File: config.mk
export PLATFORM = sky130hd
export DESIGN_NAME = mclk_strap_clkgen
export DESIGN_NICKNAME = d
export VERILOG_FILES = /design/src/rtl/mclk_gen_pkg.sv /design/src/rtl/strap_capture.sv /design/src/rtl/sclk_divider.sv /design/src/rtl/frame_clock.sv /design/src/rtl/mclk_strap_clkgen.sv
export SDC_FILE = /design/constraint.sdc
export NUM_CORES = 1
export LEC_CHECK = 0
export ABC_AREA = 1
export BUFFER_PORTS_ARGS = -buffer_cell sky130_fd_sc_hd__buf_2
export CAP_MARGIN = 10
export CELL_PAD_IN_SITES_DETAIL_PLACEMENT = 2
export CELL_PAD_IN_SITES_GLOBAL_PLACEMENT = 2
export CORE_UTILIZATION = 33
export CTS_CLUSTER_DIAMETER = 30
export CTS_CLUSTER_SIZE = 24
export DETAILED_ROUTE_END_ITERATION = 6
export GPL_ROUTABILITY_DRIVEN = 1
export GPL_TIMING_DRIVEN = 0
export PLACE_DENSITY_LB_ADDON = 0.25
export SLEW_MARGIN = 0
export SYNTH_ARGS = -nofsm -noshare
export SYNTH_HDL_FRONTEND = slang
export SYNTH_SLANG_ARGS = --single-unit
File: constraint.sdc
create_clock -name mclk -period 2.2 [get_ports mclk]
set_clock_uncertainty 0.15 [all_clocks]
set_input_delay 0.44 -clock mclk [delete_from_list [all_inputs] [get_ports mclk]]
set_output_delay 0.44 -clock mclk [all_outputs]
set_load 0.005 [all_outputs]
File: src/rtl/mclk_gen_pkg.sv
// Shared types for the strap-configured clock generator.
package mclk_gen_pkg;
    // Captured strap configuration.
    typedef struct packed {
        logic dbl_speed;   // 1 = double-speed family
        logic wide_ratio;  // 1 = 384x family, 0 = 256x family
    } strap_cfg_t;
endpackage

File: src/rtl/strap_capture.sv
// Strap capture: synchronises both pad levels through SYNC_STAGES flops,
// waits SETTLE_CYCLES master clocks after reset, then latches the straps
// once and raises done. Assumes pads are stable during the window.
module strap_capture
    import mclk_gen_pkg::*;
#(
    parameter int SETTLE_CYCLES = 64,
    parameter int SYNC_STAGES   = 2
) (
    input  logic       clk,
    input  logic       rst_n,
    input  logic       speed_pad,
    input  logic       ratio_pad,
    output strap_cfg_t cfg,
    output logic       done
);
    localparam int WIN_W = $clog2(SETTLE_CYCLES + 1);

    logic [SYNC_STAGES-1:0] speed_sync;
    logic [SYNC_STAGES-1:0] ratio_sync;
    logic [WIN_W-1:0]       win_cnt;

    // Synchroniser chains for both strap pads.
    always_ff @(posedge clk) begin
        if (!rst_n) begin
            speed_sync <= '0;
            ratio_sync <= '0;
        end else begin
            speed_sync <= {speed_sync[SYNC_STAGES-2:0], speed_pad};
            ratio_sync <= {ratio_sync[SYNC_STAGES-2:0], ratio_pad};
        end
    end

    // Settling window count and one-time strap latch.
    always_ff @(posedge clk) begin
        if (!rst_n) begin
            win_cnt <= '0;
            done    <= 1'b0;
            cfg     <= '0;
        end else if (!done) begin
            if (win_cnt == WIN_W'(SETTLE_CYCLES - 1)) begin
                done           <= 1'b1;
                cfg.dbl_speed  <= speed_sync[SYNC_STAGES-1];
                cfg.wide_ratio <= ratio_sync[SYNC_STAGES-1];
            end else begin
                win_cnt <= win_cnt + 1'b1;
            end
        end
    end
endmodule

File: src/rtl/sclk_divider.sv
// Bit clock divider: divides the master clock by a run-time divisor of
// 2 or more with 50% duty. Odd divisors AND the rising-edge phase with a
// copy retimed on the falling edge, so the falling edge of the bit clock
// always lands on a rising master clock edge. Assumes div is stable while en.
module sclk_divider #(
    parameter int CNT_W = 3
) (
    input  logic             clk,
    input  logic             rst_n,
    input  logic             en,
    input  logic [CNT_W-1:0] div,
    output logic             sclk,
    output logic             fall_stb,
    output logic             wrap
);
    logic [CNT_W-1:0] cnt;
    logic [CNT_W-1:0] cnt_nxt;
    logic [CNT_W-1:0] half;
    logic             last;
    logic             sclk_p;
    logic             sclk_n;

    // Next phase count and wrap detection.
    always_comb begin
        half    = div >> 1;
        last    = (cnt == div - CNT_W'(1));
        wrap    = en && last;
        cnt_nxt = !en ? '0 : (last ? '0 : cnt + CNT_W'(1));
    end

    // Phase counter, rising-edge bit clock phase and fall strobe.
    always_ff @(posedge clk) begin
        if (!rst_n) begin
            cnt      <= '0;
            sclk_p   <= 1'b0;
            fall_stb <= 1'b0;
        end else begin
            cnt      <= cnt_nxt;
            sclk_p   <= en && (cnt_nxt >= half);
            fall_stb <= wrap;
        end
    end

    // Half-cycle retimed copy used for odd divisors.
    always_ff @(negedge clk) begin
        if (!rst_n) sclk_n <= 1'b0;
        else        sclk_n <= sclk_p;
    end

    // Pick the even or odd waveform.
    assign sclk = div[0] ? (sclk_p & sclk_n) : sclk_p;
endmodule

File: src/rtl/frame_clock.sv
// Frame clock: counts bit clock periods (one advance per bit clock fall)
// and drives the frame clock low for the first half of FRAME_BITS and high
// for the second. Assumes advance pulses coincide with bit clock falls.
module frame_clock #(
    parameter int FRAME_BITS = 64
) (
    input  logic clk,
    input  logic rst_n,
    input  logic en,
    input  logic advance,
    output logic lrck
);
    localparam int BIT_W = $clog2(FRAME_BITS);

    logic [BIT_W-1:0] bit_cnt;
    logic [BIT_W-1:0] bit_nxt;

    // Next bit position within the frame.
    always_comb begin
        if (!advance)                                bit_nxt = bit_cnt;
        else if (bit_cnt == BIT_W'(FRAME_BITS - 1))  bit_nxt = '0;
        else                                         bit_nxt = bit_cnt + 1'b1;
    end

    // Bit counter and registered frame clock.
    always_ff @(posedge clk) begin
        if (!rst_n || !en) begin
            bit_cnt <= '0;
            lrck    <= 1'b0;
        end else begin
            bit_cnt <= bit_nxt;
            lrck    <= (bit_nxt >= BIT_W'(FRAME_BITS / 2));
        end
    end
endmodule

File: src/rtl/mclk_strap_clkgen.sv
// Top: reads the speed and ratio straps from the clock pads after reset,
// then enables the pad drivers and generates bit and frame clocks whose
// divisors follow from the captured straps.
module mclk_strap_clkgen
    import mclk_gen_pkg::*;
#(
    parameter int SETTLE_CYCLES = 64,
    parameter int SYNC_STAGES   = 2,
    parameter int FRAME_BITS    = 64,
    parameter int RATIO_LO      = 256,
    parameter int RATIO_HI      = 384
) (
    input  logic mclk,
    input  logic rst_n,
    input  logic sclk_pin_in,
    input  logic lrck_pin_in,
    output logic sclk_pin_out,
    output logic lrck_pin_out,
    output logic sclk_pin_oe,
    output logic lrck_pin_oe,
    output logic div2_en,
    output logic sclk_fall_stb
);
    localparam int DIV_1X_LO = RATIO_LO / FRAME_BITS;
    localparam int DIV_1X_HI = RATIO_HI / FRAME_BITS;
    localparam int DIV_2X_LO = DIV_1X_LO / 2;
    localparam int DIV_2X_HI = DIV_1X_HI / 2;
    localparam int CNT_W     = $clog2(DIV_1X_HI + 1);

    strap_cfg_t       cfg;
    logic             running;
    logic [CNT_W-1:0] div_sel;
    logic             bit_wrap;

    strap_capture #(
        .SETTLE_CYCLES(SETTLE_CYCLES),
        .SYNC_STAGES  (SYNC_STAGES)
    ) u_straps (
        .clk      (mclk),
        .rst_n    (rst_n),
        .speed_pad(lrck_pin_in),
        .ratio_pad(sclk_pin_in),
        .cfg      (cfg),
        .done     (running)
    );

    // Divisor chosen from the captured speed and ratio straps.
    always_comb begin
        case ({cfg.dbl_speed, cfg.wide_ratio})
            2'b00:   div_sel = CNT_W'(DIV_1X_LO);
            2'b01:   div_sel = CNT_W'(DIV_1X_HI);
            2'b10:   div_sel = CNT_W'(DIV_2X_LO);
            default: div_sel = CNT_W'(DIV_2X_HI);
        endcase
    end

    sclk_divider #(.CNT_W(CNT_W)) u_bitclk (
        .clk     (mclk),
        .rst_n   (rst_n),
        .en      (running),
        .div     (div_sel),
        .sclk    (sclk_pin_out),
        .fall_stb(sclk_fall_stb),
        .wrap    (bit_wrap)
    );

    frame_clock #(.FRAME_BITS(FRAME_BITS)) u_frame (
        .clk    (mclk),
        .rst_n  (rst_n),
        .en     (running),
        .advance(bit_wrap),
        .lrck   (lrck_pin_out)
    );

    // Pad drivers and divide-by-two enable follow capture completion.
    assign sclk_pin_oe = running;
    assign lrck_pin_oe = running;
    assign div2_en     = running && cfg.dbl_speed;
endmodule

==> Flow_metrics.wiki, run 1 <==
{| class="wikitable"
! Metric !! Value
|-
| TritonCTS clock tree || done
|-
| Number of filler cells placed in the layout || 443
|-
| Vias per Instance || 4.688
|-
| Number of design rule violations left after detail routing || 0
|-
| Share of post-route cells with drive strength above 1 || 0.1290
|-
| Aggregate global-route resource usage || 0.1608
|-
| Global-route wire length before repair || 5161 um
|-
| Worst reg2reg setup slack || 0 ps
|-
| Area enclosed by the die boundary || 4159 um2
|-
| Placeable core area || 3716 um2
|-
| Kind of start point of the critical path || register
|-
| Diodes inserted || 0
|-
| Flops & latches, synth || 27
|-
| Worst slew pin tran || 330.3 ps
|-
| Crit path cell chain || o21a_1 -> buf_2
|-
| Pin count of the biggest net entering global routing || 15
|-
| Violated checks || setup timing
|-
| Class of the worst hold path || in -> reg
|-
| Iter 0 DRT Violations || 32
|-
| Row count || 22
|-
| CP bufs+invs || 1
|-
| Logic depth of the worst path, buffers included || 2
|-
| Arrival time worst endpoint || 2010 ps
|-
| Cts bufs inserted || 3
|-
| H-tree depth reported by CTS || 1
|-
| Hold-fix buffer count after cts || 0
|-
| Via total after detailed routing || 1097
|-
| Sum Neg Setup Slack || -396.9 ps
|-
| Cell Count, Final, Fillers Out || 234
|-
| Number of global-route vias before repair || 1171
|-
| Max Buffers Root-to-Sink || 2
|-
| Hold slack final || 198.3 ps
|-
| Largest area contributor in the netlist || sky130_fd_sc_hd__dfxtp_1
|-
| Die extent in y || 64.49 um
|-
| Total setup violations reported at the end of the flow || 1
|-
| Worst Path Required || 1610 ps
|-
| RSZ-0062 raised after global routing || true
|-
| Worst VDD drop || 327.1 uV
|-
| Count of TritonRoute iterations in the first routing pass || 4
|-
| Remaining number of nets flagged by the antenna check after routing || 0
|-
| Cell area after technology mapping || 1289 um2
|-
| Endpoint of the worst-slack reg-to-reg timing path || u_bitclk.sclk_p$_SDFF_PN0_
|-
| Clock root cell || sky130_fd_sc_hd__clkbuf_8
|-
| Part of the Yosys area used for sequential elements || 0.4194
|-
| Total global routing overflow || 0
|-
| Leakage power || 0.0006891 uW
|-
| DP HPWL || 2418 um
|-
| Number of maximum-capacitance constraint violations || 0
|-
| Final core utilization || 0.3896
|-
| First element of the critical path || u_bitclk.sclk_n$_SDFF_NN0_
|-
| Yosys cell types || 21
|-
| Predominant post-synthesis flop cell || sky130_fd_sc_hd__dfxtp_1
|-
| Mapped Avg Cell Area || 7.449 um2
|-
| Total detailed-routing wirelength || 2996 um
|-
| Total power per unit cell area || 562.6 nW/um2
|-
| Share of flip-flops with an asynchronous set or reset || 0
|-
| Ranking of synthesized cells by instance count || 44 x sky130_fd_sc_hd__nand2_1, 29 x sky130_fd_sc_hd__inv_1, 27 x sky130_fd_sc_hd__dfxtp_1
|-
| Area added between synthesis and finish || 12.33%
|-
| Fin. Hold Viols || 0
|-
| Fraction of synthesized cell area taken by the top area cell type || 0.4194
|-
| Placed instance count || 229
|-
| Result of the run || complete, but fails checks
|-
| Number of enable-type register cells in the synthesized netlist || 0
|-
| Capture point of the critical path || sclk_pin_out
|-
| Number of I/O port buffers || 8
|-
| Number of clock sinks || 27
|-
| Slew Limit Fails || 0
|-
| Critical path class || reg -> out
|-
| Post-layout net count || 200
|-
| Launch point of the worst reg-to-reg path || u_straps.cfg[0]$_SDFFE_PN0P_
|-
| Ranking of synthesized cells by area || sky130_fd_sc_hd__dfxtp_1 42%, sky130_fd_sc_hd__nand2_1 13%, sky130_fd_sc_hd__ha_1 8.7%
|-
| Depth of the worst register-to-register path || 13
|-
| Warnings, synthesis || 0
|-
| Worst slack after detailed placement || -207.2 ps
|-
| Worst-path clk slew || 90 ps
|-
| Type of element capturing the critical path || primary output
|-
| Ports || 10
|-
| Net count of the mapped netlist || 186
|-
| Max stage delay cell, worst path || sky130_fd_sc_hd__dfxtp_2
|-
| Worst skew pair latency || 270 ps
|-
| Post-synthesis instance total || 173
|-
| Post-detailed-route wirelength per cell || 12.80 um
|-
| Horizontal die dimension || 64.49 um
|-
| Slowest Stage Delay on Critical Path || 300 ps
|-
| Most numerous cell in the Yosys netlist || sky130_fd_sc_hd__nand2_1
|-
| Initial Utilization || 0.3468
|-
| Initial antenna violation count || 0
|-
| Kind of cell with the highest combined delay on the critical path || flip-flops
|-
| Post-layout worst setup margin || -396.9 ps
|-
| Maximum fanout encountered on the critical timing path || 1
|-
| Relative max-transition margin || 0.7770
|-
| Final weighted congestion in routability-driven placement || 0.7154
|}
## cells by family (layout without fill, tap and decap cells)
logic type | Yosys count | after routing | synth area share
flip-flops | 27 | 27 | 0.4194
adder cells (fa/ha/maj) | 9 | 9 | 0.08738
XOR/XNOR | 8 | 8 | 0.05437
AND/OR/NAND/NOR | 73 | 73 | 0.2427
buffers and inverters | 33 | 46 | 0.1019
AO/OA/AOI/OAI | 23 | 23 | 0.09418
## layout make-up
cell class / instances / area (um2) / share of cell area
clock inverters: 1 / 3.754 / 0.002593
repair buffers: 9 / 47.55 / 0.03284
inverters: 30 / 112.6 / 0.07779
flip-flops and latches: 27 / 544.3 / 0.3760
multi-input cells: 113 / 619.3 / 0.4278
plain buffers: 2 / 15.01 / 0.01037
well taps: 48 / 60.06 / 0.04149
clock buffers: 4 / 45.04 / 0.03111
## tightest hold or removal path, cell delays in order
cell and delay [ps]:
sky130_fd_sc_hd__buf_2 70, sky130_fd_sc_hd__nand2_1 40, sky130_fd_sc_hd__inv_1 40
## metal layers
layer / track usage / up-vias / share of wire
met1: 0.1902 / 526 / 0.48
li1: - / 558 / -
met4: 0.04167 / 0 / 0.0057
met3: 0.03169 / 2 / 0.021
met5: 0 / - / 0
met2: 0.2934 / 11 / 0.49
## state kept, by name, summed over array words and instances (netlist names)
register	flops
u_frame.lrck	1
u_bitclk.fall_stb	1
u_bitclk.sclk_p	1
u_frame.bit_cnt	6
u_straps.cfg	2
u_straps.ratio_sync	2
u_straps.win_cnt	7
u_bitclk.cnt	3
u_bitclk.sclk_n	1
u_straps.speed_sync	2
u_straps.done	1
## cells in the final DEF, fill, tap and decap left out, drive strengths merged
master,Yosys,layout
inv,30,30
a21oi,15,15
xor2,6,6
dfxtp,27,27
nor2,18,18
clkinv,1,1
o311ai,1,1
o21ai,6,6
buf,2,11
nand3,8,8
o21a,1,1
nand2,45,45
xnor2,2,2
ha,9,9
clkbuf,0,4
nand4,2,2
## through the flow
step                      cell area (um2)  power, uW
final                                1448      814.4
after global routing                 1448      864.5
after CTS                            1448      831.2
after detailed placement             1389      543.0
after global placement               1389      540.4
after floorplan                      1289      534.1
## power by group
group / internal, uW / switching (uW) / leakage (uW)
sequential: 497 / 5.35 / 0.000220
combinational: 8.94 / 14.0 / 0.000441
clock: 132 / 157 / 0.0000281
## worst min path at each step
| stage | cells past startpoint | start | to | slack, ps |
|---|---|---|---|---|
| 2_1_floorplan | 2 | u_straps.ratio_sync[0]$_SDFF_PN0_ | u_straps.ratio_sync[1]$_SDFF_PN0_ | 240 |
| 3_3_place_gp | 2 | u_straps.ratio_sync[0]$_SDFF_PN0_ | u_straps.ratio_sync[1]$_SDFF_PN0_ | 250 |
| 3_5_place_dp | 2 | u_straps.ratio_sync[0]$_SDFF_PN0_ | u_straps.ratio_sync[1]$_SDFF_PN0_ | 270 |
| 4_1_cts | 3 | sclk_pin_in | u_straps.ratio_sync[0]$_SDFF_PN0_ | 190 |
| 5_1_grt | 3 | sclk_pin_in | u_straps.ratio_sync[0]$_SDFF_PN0_ | 190 |
| 6_report | 3 | sclk_pin_in | u_straps.ratio_sync[0]$_SDFF_PN0_ | 200 |
## timing repair
| action | in CTS | in global routing |
|---|---|---|
| pin swaps | 2 | 0 |
| gates resized for setup | 4 | 0 |
| buffers inserted | 1 | 0 |
| endpoints found under the hold margin | 0 | 0 |
| endpoints found under the setup margin | 2 | 2 |
No activity file was read; power rests on OpenSTA's default activity.
==> run 2: changes to the inputs <==
==> constraint.sdc (replaced) <==
create_clock -name mclk -period 2.2 [get_ports mclk]
set_clock_uncertainty 0.15 [all_clocks]
set_input_delay 0.44 -clock mclk [delete_from_list [all_inputs] [get_ports mclk]]
set_output_delay 0.44 -clock mclk [all_outputs]
set_load 0.05 [all_outputs]
==> run 2 against run 1 <==
Net effect:
- the flow still finishes with violations (setup timing)
- critical path depth did not move
- combinational power down 2%
- highest routed layer unchanged
- power about the same
- largest power group unchanged
- sequential power hardly changed
==> Flow_metrics.wiki, run 2 (same netlist as run 1, synthesis figures left out) <==
{| class="wikitable"
! Metric !! Value
|-
| Worst reg2reg setup slack || 50 ps (+50 ps)
|-
| Most used cells in the layout excluding fill and tap cells || 42 x sky130_fd_sc_hd__nand2_1, 25 x sky130_fd_sc_hd__inv_1, 25 x sky130_fd_sc_hd__dfxtp_1
|-
| Worst slew pin tran || 386.6 ps (+56.32 ps)
|-
| Internal Pwr Total || 633.7 uW (-0.65%)
|-
| H-tree depth reported by CTS || 1 (unchanged)
|-
| Largest register by flop count || u_straps.win_cnt
|-
| Aggregate global-route resource usage || 0.1766 (+0.01574)
|-
| Final core utilization || 0.4141 (+0.02458)
|-
| Design Area, Final || 1539 um2 (+6.3%)
|-
| Ports || 10 (unchanged)
|-
| Diodes inserted || 0 (unchanged)
|-
| Slew Limit Fails || 0 (unchanged)
|-
| Worst skew pair latency || 270 ps (about the same)
|-
| DP HPWL || 2452 um (+1.4%)
|-
| Cts bufs inserted || 3 (unchanged)
|-
| Flip-flop count of the largest register after layout || 7 (unchanged)
|-
| Kind of start point of the critical path || register
|-
| Post-layout net count || 206 (+3.0%)
|-
| TritonCTS clock tree || done
|-
| Pin count of the biggest net entering global routing || 16 (+1)
|-
| HP Start || sclk_pin_in
|-
| Critical path class || reg -> out
|-
| Global-route wire length before repair || 5589 um (+8.3%)
|-
| Type of element capturing the critical path || primary output
|-
| Total detailed-routing wirelength || 3437 um (+15%)
|-
| Leading cell type in the layout, fill and taps excluded || sky130_fd_sc_hd__nand2_1
|-
| Number of filler cells placed in the layout || 440 (-0.68%)
|-
| Share of post-route cells with drive strength above 1 || 0.2083 (+0.07930)
|-
| Area used by sequential logic in the layout || 545.5 um2 (+0.23%)
|-
| Depth of the worst register-to-register path || 13 (unchanged)
|-
| Count of TritonRoute iterations in the first routing pass || 4 (unchanged)
|-
| Number of global-route vias before repair || 1175 (+0.34%)
|-
| Hold-fix buffer count after cts || 0 (unchanged)
|-
| Total area of multi-input combinational cells || 656.9 um2 (+6.1%)
|-
| Comb pwr share || 0.028 (about the same)
|-
| WHS Path Cells || 3 (unchanged)
|-
| Reported net switching power || 180.7 uW (+2.4%)
|-
| Total global routing overflow || 0 (unchanged)
|-
| Leakage power || 0.0007262 uW (+5.4%)
|-
| RSZ-0062 raised after global routing || true
|-
| Post-layout worst setup margin || -447.6 ps (-50.71 ps)
|-
| Worst Hold End || u_straps.ratio_sync[0]$_SDFF_PN0_
|-
| Placeable core area || 3716 um2 (unchanged)
|-
| Final weighted congestion in routability-driven placement || 0.7330 (+2.5%)
|-
| Relative max-transition margin || 0.7420 (-0.03504)
|-
| Iter 0 DRT Violations || 27 (-16%)
|-
| Worst-path clk slew || 90 ps (about the same)
|-
| Worst VDD drop || 312.9 uV (-4.3%)
|-
| Number of design rule violations left after detail routing || 0 (unchanged)
|-
| Result of the run || complete, but fails checks
|-
| Endpoint of the worst-slack reg-to-reg timing path || u_bitclk.sclk_p$_SDFF_PN0_
|-
| Cell area after placement || 1396 um2 (+0.54%)
|-
| Placed instance count || 229 (unchanged)
|-
| Horizontal die dimension || 64.49 um (unchanged)
|-
| Number of clock sinks || 27 (unchanged)
|-
| Class of the worst hold path || in -> reg
|-
| Clock root cell || sky130_fd_sc_hd__clkbuf_8
|-
| Regs by FF count || u_straps.win_cnt: 7 flops, u_frame.bit_cnt: 6 flops, u_bitclk.cnt: 3 flops
|-
| Initial Utilization || 0.3468 (unchanged)
|-
| Arrival time worst endpoint || 2060 ps (+50 ps)
|-
| Total power per unit cell area || 529.2 nW/um2 (-5.9%)
|-
| Maximum fanout encountered on the critical timing path || 1 (unchanged)
|-
| Relative contribution of sequential cells to total power || 0.615 (-0.002)
|-
| Area added between synthesis and finish || 19.42%
|-
| Number of I/O port buffers || 8 (unchanged)
|-
| Final Total Pwr || 814.5 uW (about the same)
|-
| Max Buffers Root-to-Sink || 2 (unchanged)
|-
| Vias per Instance || 4.658 (-0.63%)
|-
| Remaining number of nets flagged by the antenna check after routing || 0 (unchanged)
|-
| Via total after detailed routing || 1118 (+1.9%)
|-
| Row count || 22 (unchanged)
|-
| Violated checks || setup timing
|-
| Fin. Hold Viols || 0 (unchanged)
|-
| Total setup violations reported at the end of the flow || 1 (unchanged)
|-
| Fraction of power consumed by the clock network || 0.357 (+0.002)
|-
| Post-detailed-route wirelength per cell || 14.32 um (+12%)
|-
| Launch point of the worst reg-to-reg path || u_straps.cfg[1]$_SDFFE_PN0P_
|-
| Number of maximum-capacitance constraint violations || 0 (unchanged)
|-
| Cell Count, Final, Fillers Out || 240 (+2.6%)
|-
| Die extent in y || 64.49 um (unchanged)
|-
| Switching share of power || 0.2219 (+0.005127)
|-
| Area enclosed by the die boundary || 4159 um2 (unchanged)
|-
| Worst Path Required || 1610 ps (about the same)
|-
| Initial antenna violation count || 0 (unchanged)
|-
| Hold slack final || 199.7 ps (+1.374 ps)
|}
[run 2: metrics by stage]
| stage | setup TNS, ps | setup WS (ps) |
|---|---|---|
| floorplan | -22.31 | -22.31 |
| global placement | -218.7 | -151.6 |
| detailed placement | -320.6 | -163.7 |
| CTS | -459.1 | -459.1 |
| global route | -569.2 | -489.7 |
| finish | -447.6 | -447.6 |
[run 2: per-layer routing]
| layer | part of all wire | up-vias | track usage |
|---|---|---|---|
| li1 | - | 569 | - |
| met1 | 0.41 | 535 | 0.2078 |
| met2 | 0.56 | 10 | 0.3276 |
| met3 | 0.020 | 4 | 0.03169 |
| met4 | 0.011 | 0 | 0.04167 |
| met5 | 0 | - | 0 |
[run 2: area by class of cell]
type / instances / area share
Timing Repair Buffer: 15 / 0.06423
Inverter: 30 / 0.07317
Clock buffer: 3 / 0.02683
Tap cell: 48 / 0.03902
Multi-Input combinational cell: 113 / 0.4268
Buffer: 2 / 0.009756
Sequential cell: 27 / 0.3545
Clock inverter: 2 / 0.005691
[run 2: worst max-delay path, stage by stage, from the launching register on]
cell                      delay (ps)
sky130_fd_sc_hd__dfxtp_1         300
sky130_fd_sc_hd__o21a_4          180
sky130_fd_sc_hd__buf_6           140
[run 2: power by group through the flow]
stage | registers [uW] | logic [uW] | clock network [uW]
final | 501 | 22.4 | 291
after global routing | 502 | 26.7 | 324
after CTS | 502 | 23.1 | 305
after detailed placement | 514 | 22.8 | 5.69
after global placement | 513 | 21.6 | 5.69
after floorplan | 512 | 16.3 | 5.69
[run 2: worst max-delay path by stage]
stage / from / slack (ps) / cells after the start / endpoint
after floorplan: u_bitclk.sclk_n$_SDFF_NN0_ / -20 / 1 / sclk_pin_out
after global placement: u_bitclk.sclk_n$_SDFF_NN0_ / -150 / 2 / sclk_pin_out
after detailed placement: u_straps.cfg[0]$_SDFFE_PN0P_ / -160 / 13 / u_bitclk.sclk_p$_SDFF_PN0_
after CTS: u_bitclk.sclk_n$_SDFF_NN0_ / -460 / 2 / sclk_pin_out
after global routing: u_bitclk.sclk_n$_SDFF_NN0_ / -490 / 2 / sclk_pin_out
final: u_bitclk.sclk_n$_SDFF_NN0_ / -450 / 2 / sclk_pin_out
[run 2: timing repair]
| item | CTS | global route |
|---|---|---|
| cloned | 0 | 0 |
| pin swaps | 1 | 7 |
| endpoints found under the setup margin | 2 | 2 |
| setup buffers | 2 | 5 |
| gates resized for setup | 6 | 10 |
==> run 3: changes to the inputs <==
--- a/config.mk
+++ b/config.mk
@@ -6,18 +6,19 @@
 export NUM_CORES = 1
 export LEC_CHECK = 0
 export ABC_AREA = 1
-export BUFFER_PORTS_ARGS = -buffer_cell sky130_fd_sc_hd__buf_2
 export CAP_MARGIN = 10
 export CELL_PAD_IN_SITES_DETAIL_PLACEMENT = 2
 export CELL_PAD_IN_SITES_GLOBAL_PLACEMENT = 2
-export CORE_UTILIZATION = 33
+export CORE_UTILIZATION = 35
 export CTS_CLUSTER_DIAMETER = 30
 export CTS_CLUSTER_SIZE = 24
 export DETAILED_ROUTE_END_ITERATION = 6
+export DONT_BUFFER_PORTS = 1
 export GPL_ROUTABILITY_DRIVEN = 1
 export GPL_TIMING_DRIVEN = 0
 export PLACE_DENSITY_LB_ADDON = 0.25
 export SLEW_MARGIN = 0
 export SYNTH_ARGS = -nofsm -noshare
 export SYNTH_HDL_FRONTEND = slang
+export SYNTH_HIERARCHICAL = 1
 export SYNTH_SLANG_ARGS = --single-unit
==> constraint.sdc (replaced) <==
create_clock -name mclk -period 2.9 [get_ports mclk]
set_clock_uncertainty 0.15 [all_clocks]
set_input_delay 0.58 -clock mclk [delete_from_list [all_inputs] [get_ports mclk]]
set_output_delay 0.58 -clock mclk [all_outputs]
set_load 0.05 [all_outputs]
==> run 3 against run 2 <==
Net effect:
- the run still ends with setup timing left
- area after synthesis is 1.8% higher
- global-route usage is 0.82 points higher
- first-iteration DRC count down 15%
- synthesized cell count grew 5.2%
- final area is 7.6% lower
- via count down 1.7%
- setup slack improved by 270 ps
- final cell count decreased by 3.3%
- sequential power down 24%
- worst hold slack better by 47 ps
- power shrank 24%
- register-to-register slack improved by 260 ps
- critical path type unchanged
- largest power group unchanged
- highest routed layer unchanged
==> Flow_metrics.wiki, run 3 <==
{| class="wikitable"
! Metric !! Value
|-
| RSZ-0062 raised after global routing || true
|-
| Share of post-route cells with drive strength above 1 || 0.1344 (-0.07392)
|-
| Number of enable-type register cells in the synthesized netlist || 0 (unchanged)
|-
| Total global routing overflow || 0 (unchanged)
|-
| Placed instance count || 228 (-0.44%)
|-
| Number of global-route vias before repair || 1256 (+6.9%)
|-
| Via total after detailed routing || 1099 (-1.7%)
|-
| Slew Limit Fails || 0 (unchanged)
|-
| Fin. Hold Viols || 0 (unchanged)
|-
| Switching share of power || 0.2246 (+0.002701)
|-
| Number of I/O port buffers || 0 (-8)
|-
| Max Buffers Root-to-Sink || 2 (unchanged)
|-
| Diodes inserted || 0 (unchanged)
|-
| Part of the Yosys area used for sequential elements || 0.4118 (-0.007597)
|-
| Fraction of power consumed by the clock network || 0.353 (-0.004)
|-
| CP bufs+invs || 0 (-1)
|-
| Placeable core area || 3468 um2 (-6.7%)
|-
| Flops & latches, synth || 27 (unchanged)
|-
| DP HPWL || 2487 um (+1.4%)
|-
| Flip-flop count of the largest register after layout || 7 (unchanged)
|-
| Worst VDD drop || 162.0 uV (-48%)
|-
| Cell Count, Final, Fillers Out || 232 (-3.3%)
|-
| Kind of start point of the critical path || register
|-
| Sum Neg Setup Slack || -173.9 ps (+273.8 ps)
|-
| Number of design rule violations left after detail routing || 0 (unchanged)
|-
| Max stage delay cell, worst path || sky130_fd_sc_hd__dfxtp_1
|-
| Result of the run || complete, but fails checks
|-
| Share of flip-flops with an asynchronous set or reset || 0 (unchanged)
|-
| Crit path cell chain || o21a_4
|-
| Arrival time worst endpoint || 2340 ps (+280 ps)
|-
| Ranking of synthesized cells by instance count || 46 x sky130_fd_sc_hd__nand2_1, 31 x sky130_fd_sc_hd__inv_1, 27 x sky130_fd_sc_hd__dfxtp_1, 27 x sky130_fd_sc_hd__nor2_1, 7 x sky130_fd_sc_hd__a21oi_1
|-
| Largest area contributor in the netlist || sky130_fd_sc_hd__dfxtp_1
|-
| Final weighted congestion in routability-driven placement || 0.7018 (-4.3%)
|-
| Cell area after placement || 1370 um2 (-1.9%)
|-
| Largest register by flop count || u_straps/win_cnt
|-
| Worst-path clk slew || 90 ps (about the same)
|-
| Ranking of synthesized cells by area || sky130_fd_sc_hd__dfxtp_1 41%, sky130_fd_sc_hd__nand2_1 13%, sky130_fd_sc_hd__inv_1 8.9%
|-
| Vias per Instance || 4.737 (+1.7%)
|-
| Violated checks || setup timing
|-
| Area added between synthesis and finish || 8.389%
|-
| Leakage power || 0.0006398 uW (-12%)
|-
| Comb pwr share || 0.033 (+0.005)
|-
| Number of maximum-capacitance constraint violations || 0 (unchanged)
|-
| Most numerous cell in the Yosys netlist || sky130_fd_sc_hd__nand2_1
|-
| Fraction of synthesized cell area taken by the top area cell type || 0.4118 (-0.007597)
|-
| Internal Pwr Total || 481.3 uW (-24%)
|-
| Worst Path Required || 2170 ps (+560 ps)
|-
| Most used cells in the layout excluding fill and tap cells || 46 x sky130_fd_sc_hd__nand2_1, 32 x sky130_fd_sc_hd__inv_1, 27 x sky130_fd_sc_hd__nor2_1, 27 x sky130_fd_sc_hd__dfxtp_1, 7 x sky130_fd_sc_hd__a21oi_1
|-
| Post-layout net count || 197 (-4.4%)
|-
| Warnings, synthesis || 6 (+6)
|-
| Aggregate global-route resource usage || 0.1847 (+0.008187)
|-
| Hold slack final || 246.8 ps (+47.13 ps)
|-
| Worst slack after detailed placement || -11.57 ps (+152.1 ps)
|-
| Kind of cell with the highest combined delay on the critical path || flip-flops
|-
| Type of element capturing the critical path || primary output
|-
| Remaining number of nets flagged by the antenna check after routing || 0 (unchanged)
|-
| Ports || 10 (unchanged)
|-
| Post-synthesis instance total || 182 (+5.2%)
|-
| Slowest Stage Delay on Critical Path || 300 ps (about the same)
|-
| Row count || 21 (-4.5%)
|-
| Worst skew pair latency || 270 ps (about the same)
|-
| Total setup violations reported at the end of the flow || 1 (unchanged)
|-
| Initial Utilization || 0.3784 (+0.03163)
|-
| Net count of the mapped netlist || 192 (+3.2%)
|-
| H-tree depth reported by CTS || 1 (unchanged)
|-
| Clock root cell || sky130_fd_sc_hd__clkbuf_8
|-
| Critical path class || reg -> out
|-
| Setup repair bufs after CTS || 0 (-2)
|-
| Die extent in y || 63.24 um (-1.9%)
|-
| Maximum fanout encountered on the critical timing path || 1 (unchanged)
|-
| Worst slew pin tran || 974.0 ps (+587.4 ps)
|-
| Area enclosed by the die boundary || 3999 um2 (-3.9%)
|-
| Leading cell type in the layout, fill and taps excluded || sky130_fd_sc_hd__nand2_1
|-
| Pin count of the biggest net entering global routing || 15 (-1)
|-
| Yosys cell types || 24 (+14%)
|-
| Class of the worst hold path || in -> reg
|-
| Design Area, Final || 1423 um2 (-7.6%)
|-
| Post-detailed-route wirelength per cell || 13.93 um (-2.7%)
|-
| Initial antenna violation count || 0 (unchanged)
|-
| Total detailed-routing wirelength || 3232 um (-6.0%)
|-
| TritonCTS clock tree || done
|-
| Cts bufs inserted || 3 (unchanged)
|-
| Relative contribution of sequential cells to total power || 0.614 (about the same)
|-
| Regs by FF count || u_straps/win_cnt: 7 flops, u_frame/bit_cnt: 6 flops, u_bitclk/cnt: 3 flops
|-
| Number of clock sinks || 27 (unchanged)
|-
| Post-layout worst setup margin || -173.9 ps (+273.8 ps)
|-
| Relative max-transition margin || 0.3498 (-0.3922)
|-
| Total power per unit cell area || 436.4 nW/um2 (-18%)
|-
| Predominant post-synthesis flop cell || sky130_fd_sc_hd__dfxtp_1
|-
| Count of TritonRoute iterations in the first routing pass || 4 (unchanged)
|-
| Mapped Avg Cell Area || 7.212 um2 (-3.2%)
|-
| Iter 0 DRT Violations || 23 (-15%)
|-
| Cell area after technology mapping || 1313 um2 (+1.8%)
|-
| Reported net switching power || 139.4 uW (-23%)
|-
| Global-route wire length before repair || 5589 um (unchanged)
|-
| Horizontal die dimension || 63.24 um (-1.9%)
|}
[run 3: changes by cell type after synthesis, moves of 3 or more]
cell	before	now
sky130_fd_sc_hd__nand2_2	1	5
sky130_fd_sc_hd__nor2_1	16	27
sky130_fd_sc_hd__ha_1	9	6
sky130_fd_sc_hd__nor3_1	0	3
sky130_fd_sc_hd__o21ai_0	6	0
sky130_fd_sc_hd__xor2_1	6	0
sky130_fd_sc_hd__nor2_2	1	5
sky130_fd_sc_hd__a21oi_1	15	7
[run 3: final cells by class]
class	count	area, um2
sequential	27	540.5
clock buffer	3	41.29
inverter	33	123.9
multi-input combinational	119	633.1
clock inverter	2	7.507
buffer	2	18.77
tap	46	57.56
fill	456	2046
[run 3: logic make-up after synthesis]
group                      Yosys count  synth area share
and+or+nand+nor                     99            0.3508
buffers and inverters               36            0.1115
DFF                                 27            0.4118
AOI/OAI and AO/OA                   11           0.04862
adders and majority gates            6           0.05720
xor gates and xnor gates             3           0.02002
[run 3: layer usage]
layer / global-route usage / part of all wire / vias to the layer above
li1: - / - / 553
met1: 0.1957 / 0.41 / 534
met2: 0.3629 / 0.56 / 8
met3: 0.03623 / 0.021 / 4
met4: 0.05114 / 0.011 / 0
met5: 0 / 0 / -
[run 3: stage by stage]
step                  util  power [uW]
CTS                 0.4102       629.8
global placement    0.3950       411.1
detailed placement  0.3950       414.5
global route        0.4102       652.0
floorplan                -       408.2
finish              0.4102       620.8
[run 3: power by group through the flow]
stage / sequential (uW) / clock [uW] / combinational [uW]
4_1_cts: 381 / 228 / 21.2
5_1_grt: 382 / 247 / 23.3
3_3_place_gp: 389 / 4.32 / 17.7
6_report: 381 / 219 / 20.6
2_1_floorplan: 389 / 4.32 / 15.4
3_5_place_dp: 390 / 4.32 / 20.6
[run 3: worst paths after layout]
kind	from	endpoint	slack, ps	cells past startpoint
worst max-delay path	u_bitclk/sclk_n$_SDFF_NN0_	sclk_pin_out	-170	1
worst min-delay path	lrck_pin_in	u_straps/speed_sync[0]$_SDFF_PN0_	250	2
worst max register to register	u_straps/cfg[1]$_SDFFE_PN0P_	u_frame/bit_cnt[0]$_SDFF_PP0_	310	15
worst min register to register	u_straps/ratio_sync[0]$_SDFF_PN0_	u_straps/ratio_sync[1]$_SDFF_PN0_	280	2
[run 3: what timing repair did]
action | CTS | global route
gates resized for setup | 2 | 0
hold buffers | 0 | 0
pin swaps | 1 | 0
endpoints found under the setup margin | 1 | 1
